**config.mk**
```make
export PLATFORM = sky130hd
export DESIGN_NAME = shc_chain
export DESIGN_NICKNAME = d
export VERILOG_FILES = /design/src/rtl/shc_pkg.sv /design/src/rtl/shc_mux_ff.sv /design/src/rtl/shc_freeze_reg.sv /design/src/rtl/shc_cell.sv /design/src/rtl/shc_chain.sv
export SDC_FILE = /design/constraint.sdc
export NUM_CORES = 1
export LEC_CHECK = 0
export CORE_MARGIN = 2
export CORE_UTILIZATION = 34
export CTS_CLUSTER_SIZE = 40
export DETAILED_ROUTE_END_ITERATION = 10
export PLACE_DENSITY = 0.61
export SLEW_MARGIN = 0
export SYNTH_ARGS = -nofsm -noshare
export SYNTH_HDL_FRONTEND = slang
export SYNTH_SLANG_ARGS = --single-unit
```
**constraint.sdc**
```tcl
create_clock -name clk -period 3.3 [get_ports clk]
set_clock_uncertainty 0.2 [all_clocks]
set_input_delay 0.495 -clock clk [delete_from_list [all_inputs] [get_ports clk]]
set_output_delay 0.495 -clock clk [all_outputs]
set_load 0.01 [all_outputs]
```
**src/rtl/shc_pkg.sv**
```systemverilog
// Package: shared types and helpers for the scan chain with output freeze.
// Assumes nothing beyond a 1-bit stage; the chain length is a top parameter.
package shc_pkg;

    // Operating mode of a stage flip-flop, decoded from the shift-select input.
    typedef enum logic {
        MODE_CAPTURE = 1'b0,
        MODE_SHIFT   = 1'b1
    } shc_mode_e;

    // Source of a parallel output: live flip-flop or frozen copy.
    typedef enum logic {
        OUT_LIVE   = 1'b0,
        OUT_FROZEN = 1'b1
    } shc_out_src_e;

    // Decode the shift-select pin into a mode.
    function automatic shc_mode_e shc_decode_mode(input logic shift_en);
        return shift_en ? MODE_SHIFT : MODE_CAPTURE;
    endfunction

    // Decode the freeze pin into an output source.
    function automatic shc_out_src_e shc_decode_src(input logic freeze);
        return freeze ? OUT_FROZEN : OUT_LIVE;
    endfunction

endpackage

```
**src/rtl/shc_mux_ff.sv**
```systemverilog
// Module: multiplexed storage flip-flop of one stage.
// Loads the functional bit in capture mode, the serial bit in shift mode.
// Exposes its next-state value so the freeze register can track it.
// Assumes a synchronous active-low reset.
module shc_mux_ff
    import shc_pkg::*;
(
    input  logic      clk,
    input  logic      rst_n,
    input  shc_mode_e mode_i,
    input  logic      func_d_i,
    input  logic      ser_d_i,
    output logic      nxt_o,
    output logic      q_o
);

    logic q_r;

    // Select the value the flip-flop takes at the next edge.
    always_comb begin
        unique case (mode_i)
            MODE_SHIFT:   nxt_o = ser_d_i;
            MODE_CAPTURE: nxt_o = func_d_i;
            default:      nxt_o = func_d_i;
        endcase
    end

    // Store the selected value, cleared by reset.
    always_ff @(posedge clk) begin
        if (!rst_n) begin
            q_r <= 1'b0;
        end else begin
            q_r <= nxt_o;
        end
    end

    assign q_o = q_r;

endmodule

```
**src/rtl/shc_freeze_reg.sv**
```systemverilog
// Module: freeze register and output selector of one stage.
// While freeze is low it tracks the flip-flop's next state, so it always
// equals the flip-flop after an edge; while freeze is high it keeps its value.
// The output picks the live flip-flop when freeze is low and the frozen copy
// when freeze is high. Assumes a synchronous active-low reset.
module shc_freeze_reg
    import shc_pkg::*;
(
    input  logic         clk,
    input  logic         rst_n,
    input  shc_out_src_e src_i,
    input  logic         ff_nxt_i,
    input  logic         ff_q_i,
    output logic         out_o
);

    logic frz_r;

    // Follow the flip-flop's next value unless the output is frozen.
    always_ff @(posedge clk) begin
        if (!rst_n) begin
            frz_r <= 1'b0;
        end else if (src_i == OUT_LIVE) begin
            frz_r <= ff_nxt_i;
        end
    end

    // Drive the stage output from the live or the frozen value.
    always_comb begin
        unique case (src_i)
            OUT_FROZEN: out_o = frz_r;
            OUT_LIVE:   out_o = ff_q_i;
            default:    out_o = ff_q_i;
        endcase
    end

endmodule

```
**src/rtl/shc_cell.sv**
```systemverilog
// Module: one stage of the chain, a multiplexed flip-flop plus its freeze
// register. The serial output is taken from the flip-flop, never from the
// frozen output, so shifting goes on while the output is held.
module shc_cell
    import shc_pkg::*;
(
    input  logic         clk,
    input  logic         rst_n,
    input  shc_mode_e    mode_i,
    input  shc_out_src_e src_i,
    input  logic         func_d_i,
    input  logic         ser_d_i,
    output logic         ser_q_o,
    output logic         func_q_o
);

    logic ff_nxt;
    logic ff_q;

    shc_mux_ff u_ff (
        .clk      (clk),
        .rst_n    (rst_n),
        .mode_i   (mode_i),
        .func_d_i (func_d_i),
        .ser_d_i  (ser_d_i),
        .nxt_o    (ff_nxt),
        .q_o      (ff_q)
    );

    shc_freeze_reg u_frz (
        .clk      (clk),
        .rst_n    (rst_n),
        .src_i    (src_i),
        .ff_nxt_i (ff_nxt),
        .ff_q_i   (ff_q),
        .out_o    (func_q_o)
    );

    assign ser_q_o = ff_q;

endmodule

```
**src/rtl/shc_chain.sv**
```systemverilog
// Module: top of the scan chain with output freeze.
// STAGES cells are linked so that stage k's flip-flop feeds stage k+1's
// serial input; stage 0 takes scan_in_i and the last flip-flop drives
// scan_out_o. Assumes STAGES >= 2 and a synchronous active-low reset.
module shc_chain
    import shc_pkg::*;
#(
    parameter int STAGES = 8
) (
    input  logic              clk,
    input  logic              rst_n,
    input  logic              shift_en_i,
    input  logic              freeze_i,
    input  logic              scan_in_i,
    input  logic [STAGES-1:0] func_d_i,
    output logic [STAGES-1:0] func_q_o,
    output logic              scan_out_o
);

    localparam int LAST = STAGES - 1;

    shc_mode_e    mode;
    shc_out_src_e src;
    logic [STAGES-1:0] ser_in;
    logic [STAGES-1:0] ser_q;

    // Decode the control pins once for all stages.
    always_comb begin
        mode = shc_decode_mode(shift_en_i);
        src  = shc_decode_src(freeze_i);
    end

    // Serial links: stage 0 from the pin, stage k from stage k-1.
    assign ser_in = {ser_q[LAST-1:0], scan_in_i};

    for (genvar k = 0; k < STAGES; k++) begin : g_stage
        shc_cell u_cell (
            .clk      (clk),
            .rst_n    (rst_n),
            .mode_i   (mode),
            .src_i    (src),
            .func_d_i (func_d_i[k]),
            .ser_d_i  (ser_in[k]),
            .ser_q_o  (ser_q[k]),
            .func_q_o (func_q_o[k])
        );
    end

    assign scan_out_o = ser_q[LAST];

endmodule

```
# After elaboration in Yosys (flattened, before gate mapping)
# Index checks and enable logic that the tools add are counted.
[totals] register_bits=16 in_bits=13 output_inout_bits=9 word_cells=36
[classes] n_mux=18 bitwise=2
[ops] op="one-hot mux 1 bit (2 select lines)" n=16
[ops] op="two-way mux 1 bit" n=2
[ops] op="NOT 1 bit" n=2

# Longest topological paths before layout
[logic_depth] word_depth=3 depth_mapped=3 mapped_depth_nobuf=2

# Modules after synthesis
# Synthesis repeated with hierarchy kept, for this count alone.
[unflattened] cells_unflattened=72 area_unflattened_um2=720.7
[modules_own_cells] mod="shc_freeze_reg" instances=8 cells_each=6 area_each_um2=46.3 seq_area_each_um2=20.0
[modules_own_cells] mod="shc_mux_ff" instances=8 cells_each=3 area_each_um2=43.8 seq_area_each_um2=20.0

# Worst setup path after synthesis
# No wires, ideal clock.
[synth_timing] path_type="input to output" from="in freeze_i" to="out func_q_o[0]" arrival_time_ns=1.137 t_required_ns=2.605 slack_ns=1.468 cell_stages=3 path_buffers=2 cell_sequence="buf_2 mux2_2 buf_4"
[synth_between] elab_chain_cells=3
[synth_rtl] item="start: declaration" line="shc_chain.sv:13" rtl="input logic freeze_i,"
[synth_rtl] item="two-way mux 1 bit *" line="shc_pkg.sv:24" rtl="return freeze ? OUT_FROZEN : OUT_LIVE;"
[synth_rtl] item="NOT 1 bit" line="shc_freeze_reg.sv:30" rtl="unique case (src_i)"
[synth_rtl] item="one-hot mux 1 bit (2 select lines) *" line="shc_freeze_reg.sv:30"
[synth_rtl] item="end: declaration" line="shc_chain.sv:16" rtl="output logic [STAGES-1:0] func_q_o,"
# Mark *: on every way between the ends. The rest lies on a longest branch, timed or not.

# Worst setup path in the final report
[layout_timing] from="in freeze_i" to="out func_q_o[4]"
# Same word-level chain as after synthesis.

==> impl_metrics.csv <==
group,metric,value,unit
sta,finalCritPeriodShare,83.0,%
detailed_routing,via_per_inst,4.54,
yosys,ys_warn_count,0,
yosys,netlist_area,779,µm²
placed_design,portBuffers,21,
global_routing,grt_max_degree,23,
cells_and_area,drive_above_1_share,27.4,%
floorplanning,io_pins,22,
sta,fmax,0.365,GHz
cells_and_area,regArea,320,µm²
yosys,seq_area_frac_synth,41.1,%
setup_path,critPathKind,"in -> out",
detailed_routing,drc,0,
clock_tree,path_clk_slew,0.09,ns
global_routing,grt_pass1_wl,2.20,mm
global_routing,overflow,0,
yosys,synthFlopType,"dfxtp_1",
cells_and_area,multi_input_area,367,µm²
clock_tree,cts_max_level,1,
sta,rsz0062_at_grt,"false",
global_routing,antenna_found_initial,0,
yosys,synth_top_area_share,41.1,%
yosys,yosys-top-cells-area,"dfxtp_1, mux2_2, mux2_4, buf_4, o211a_1",
detailed_routing,num_vias,509,
sta,period_needed,2.74,ns
floorplanning,row_count,17,
floorplanning,die_y,51.9,µm
cells_and_area,fillers,222,
placed_design,hpwl,882,µm
yosys,postSynthAreaPerCell,11.1,µm²
power_and_ir_drop,p_int,0.000326,W
setup_path,worstPathMaxFanout,22,
sta,hold_viol_final,0,
yosys,netlist_instances,70,
placed_design,gp_congestion,0.693,
setup_path,crit_buf_inv,3,
floorplanning,die_x,51.9,µm
power_and_ir_drop,pwr-share-clk,30.3,%
clock_tree,tritoncts,"done",
floorplanning,core,2190,µm²
yosys,ys_ff_latch,16,
power_and_ir_drop,irDropWorstVdd,0.179,mV
cells_and_area,diodes,0,
setup_path,critical_path_arrival,2.04,ns
clock_tree,cts_hold_buf,0,
cells_and_area,synthToLayoutAreaGrowth,26.2,%
clock_tree,numCtsBuffers,3,
power_and_ir_drop,power_frac_seq,50.1,%
yosys,async_flop_share,0,%
sta,drv_slew,0,
yosys,synth_top_area_cell,"dfxtp_1",
detailed_routing,dr.pass1.iters,2,
setup_path,path_cells,"clkdlybuf4s50_1 -> buf_4 -> mux2_2 -> clkdlybuf4s50_1",
sta,worstMarginPinSlew,0.541,ns
yosys,syn-num-nets,83,
power_and_ir_drop,p_comb_share,19.5,%
cells_and_area,nets,98,
flow_run,max_cap_violations,0,
power_and_ir_drop,p_sw,0.0000951,W
sta,finalSetupViolations,0,
clock_tree,postCtsSetupRepairBufs,0,
yosys,yosysMostFrequentCell,"dfxtp_1",
setup_path,cpMaxStageDelayCell,"clkdlybuf4s50_1",
power_and_ir_drop,leakage,0.451,nW
sta,tns,0,ns
detailed_routing,wl,1.26,mm
clock_tree,clock-root-buffer,"clkbuf_4",
power_and_ir_drop,sw_frac_of_total,22.6,%
yosys,synthTopCellsByCount,"dfxtp_1, buf_4, mux2_2",
outcome,status,"complete, no violations",
power_and_ir_drop,power.density,429,nW/µm²
clock_tree,clk_latency,0.28,ns
detailed_routing,ant_nets,0,
detailed_routing,first_iter_violations,1,
detailed_routing,wl_per_cell,11.2,µm
yosys,synth_edf_count,0,
setup_path,start_kind,"input pin",
clock_tree,clock_sinks,16,
global_routing,grt_pass1_vias,516,
setup_path,end_kind,"output port",
clock_tree,cts-resized-gates,0,
setup_path,timing.critical_path.mode_cell,"clkdlybuf4s50_1",
yosys,ys_types,15,
setup_path,critPathTopFamily,"buffers and inverters",
setup_path,cpPeakStageDelay,0.48,ns
cells_and_area,fin_util,44.9,%
sta,slew-limit-headroom,63.9,%
hold_path,hp-class,"reg -> reg",
floorplanning,die-area,2690,µm²
setup_path,cp.required,2.60,ns
clock_tree,cts_max_path_buffers,2,
global_routing,track_usage,11.3,%
floorplanning,start_util,35.6,%
power_and_ir_drop,finalPower,0.000422,W
[cell type report]
| cell class | instances | area share (%) |
|---|---|---|
| Sequential cell | 16 | 32.6 |
| Multi-Input combinational cell | 40 | 37.3 |
| Clock buffer | 4 | 3.69 |
| Timing Repair Buffer | 22 | 22.1 |
| Tap cell | 28 | 3.56 |
| Inverter | 2 | 0.763 |
[layer usage]
metal  track usage (%)  vias up  part of all wire (%)  wire length (µm)
li1                  -      259                     -                 -
met1              15.5      233                    48               600
met2              16.0       15                    44               552
met3              2.59        2                   7.5                95
met4              6.58        0                  0.79                10
met5                 0        -                     0                 0
[tightest hold or removal path, stage by stage, from the launching register on]
cell and delay [ns]:
dfxtp_1 0.32, nor2b_1 0.10, a211oi_1 0.06
[sequential cells by signal (all words and copies together), names as in the netlist]
name and flops:
g_stage.u_cell.u_ff.q_o 8, g_stage.u_cell.u_frz.frz_r 8
[worst paths after layout]
path                                  from  slack [ns]  cells after the start                             to
max                               freeze_i        0.56                      4                    func_q_o[4]
min          g_stage[0].u_cell.u_frz.frz_r        0.32                      2  g_stage[0].u_cell.u_frz.frz_r
max reg2reg     g_stage[5].u_cell.u_ff.q_o        2.22                      2  g_stage[6].u_cell.u_frz.frz_r
min reg2reg  g_stage[0].u_cell.u_frz.frz_r        0.32                      2  g_stage[0].u_cell.u_frz.frz_r
[logic make-up (layout without fill, tap and decap cells)]
kind of cell,after synthesis,count (layout),synth area share (%)
buf+inv,14,28,11.9
flops,16,16,41.1
compound gates,8,8,9.31
mux,16,16,25.0
simple gates,16,16,12.7
[through the flow]
step	setup slack [ns]	area [µm²]	cells	hold WS [ns]
floorplan	1.47	779	70	0.280
detailed placement	0.563	947	108	0.306
CTS	0.556	983	112	0.328
finish	0.562	983	112	0.320
global route	0.497	983	112	0.344
global placement	0.561	947	108	0.298
[power by group through the flow]
stage	Clock, W	Sequential [W]	Combinational [W]
final	0.000128	0.000211	0.0000824
after global routing	0.000142	0.000213	0.0000898
after CTS	0.000135	0.000212	0.0000836
after detailed placement	0	0.000216	0.0000827
after global placement	0	0.000216	0.0000824
after floorplan	0	0.000215	0.0000578
[cells in the final DEF, fill, tap and decap left out]
| master | n |
|---|---|
| clkbuf_8 | 1 |
| mux2_2 | 8 |
| clkdlybuf4s50_1 | 21 |
| mux2i_1 | 3 |
| and2_2 | 5 |
| mux2_4 | 5 |
| inv_1 | 2 |
| a211oi_1 | 3 |
| clkbuf_4 | 3 |
| dfxtp_1 | 16 |
| o211a_1 | 5 |
| buf_4 | 1 |
| nor2b_1 | 3 |
| nor2_1 | 3 |
| nand2b_1 | 5 |
Note: power is estimated with default switching activity, not from simulation.
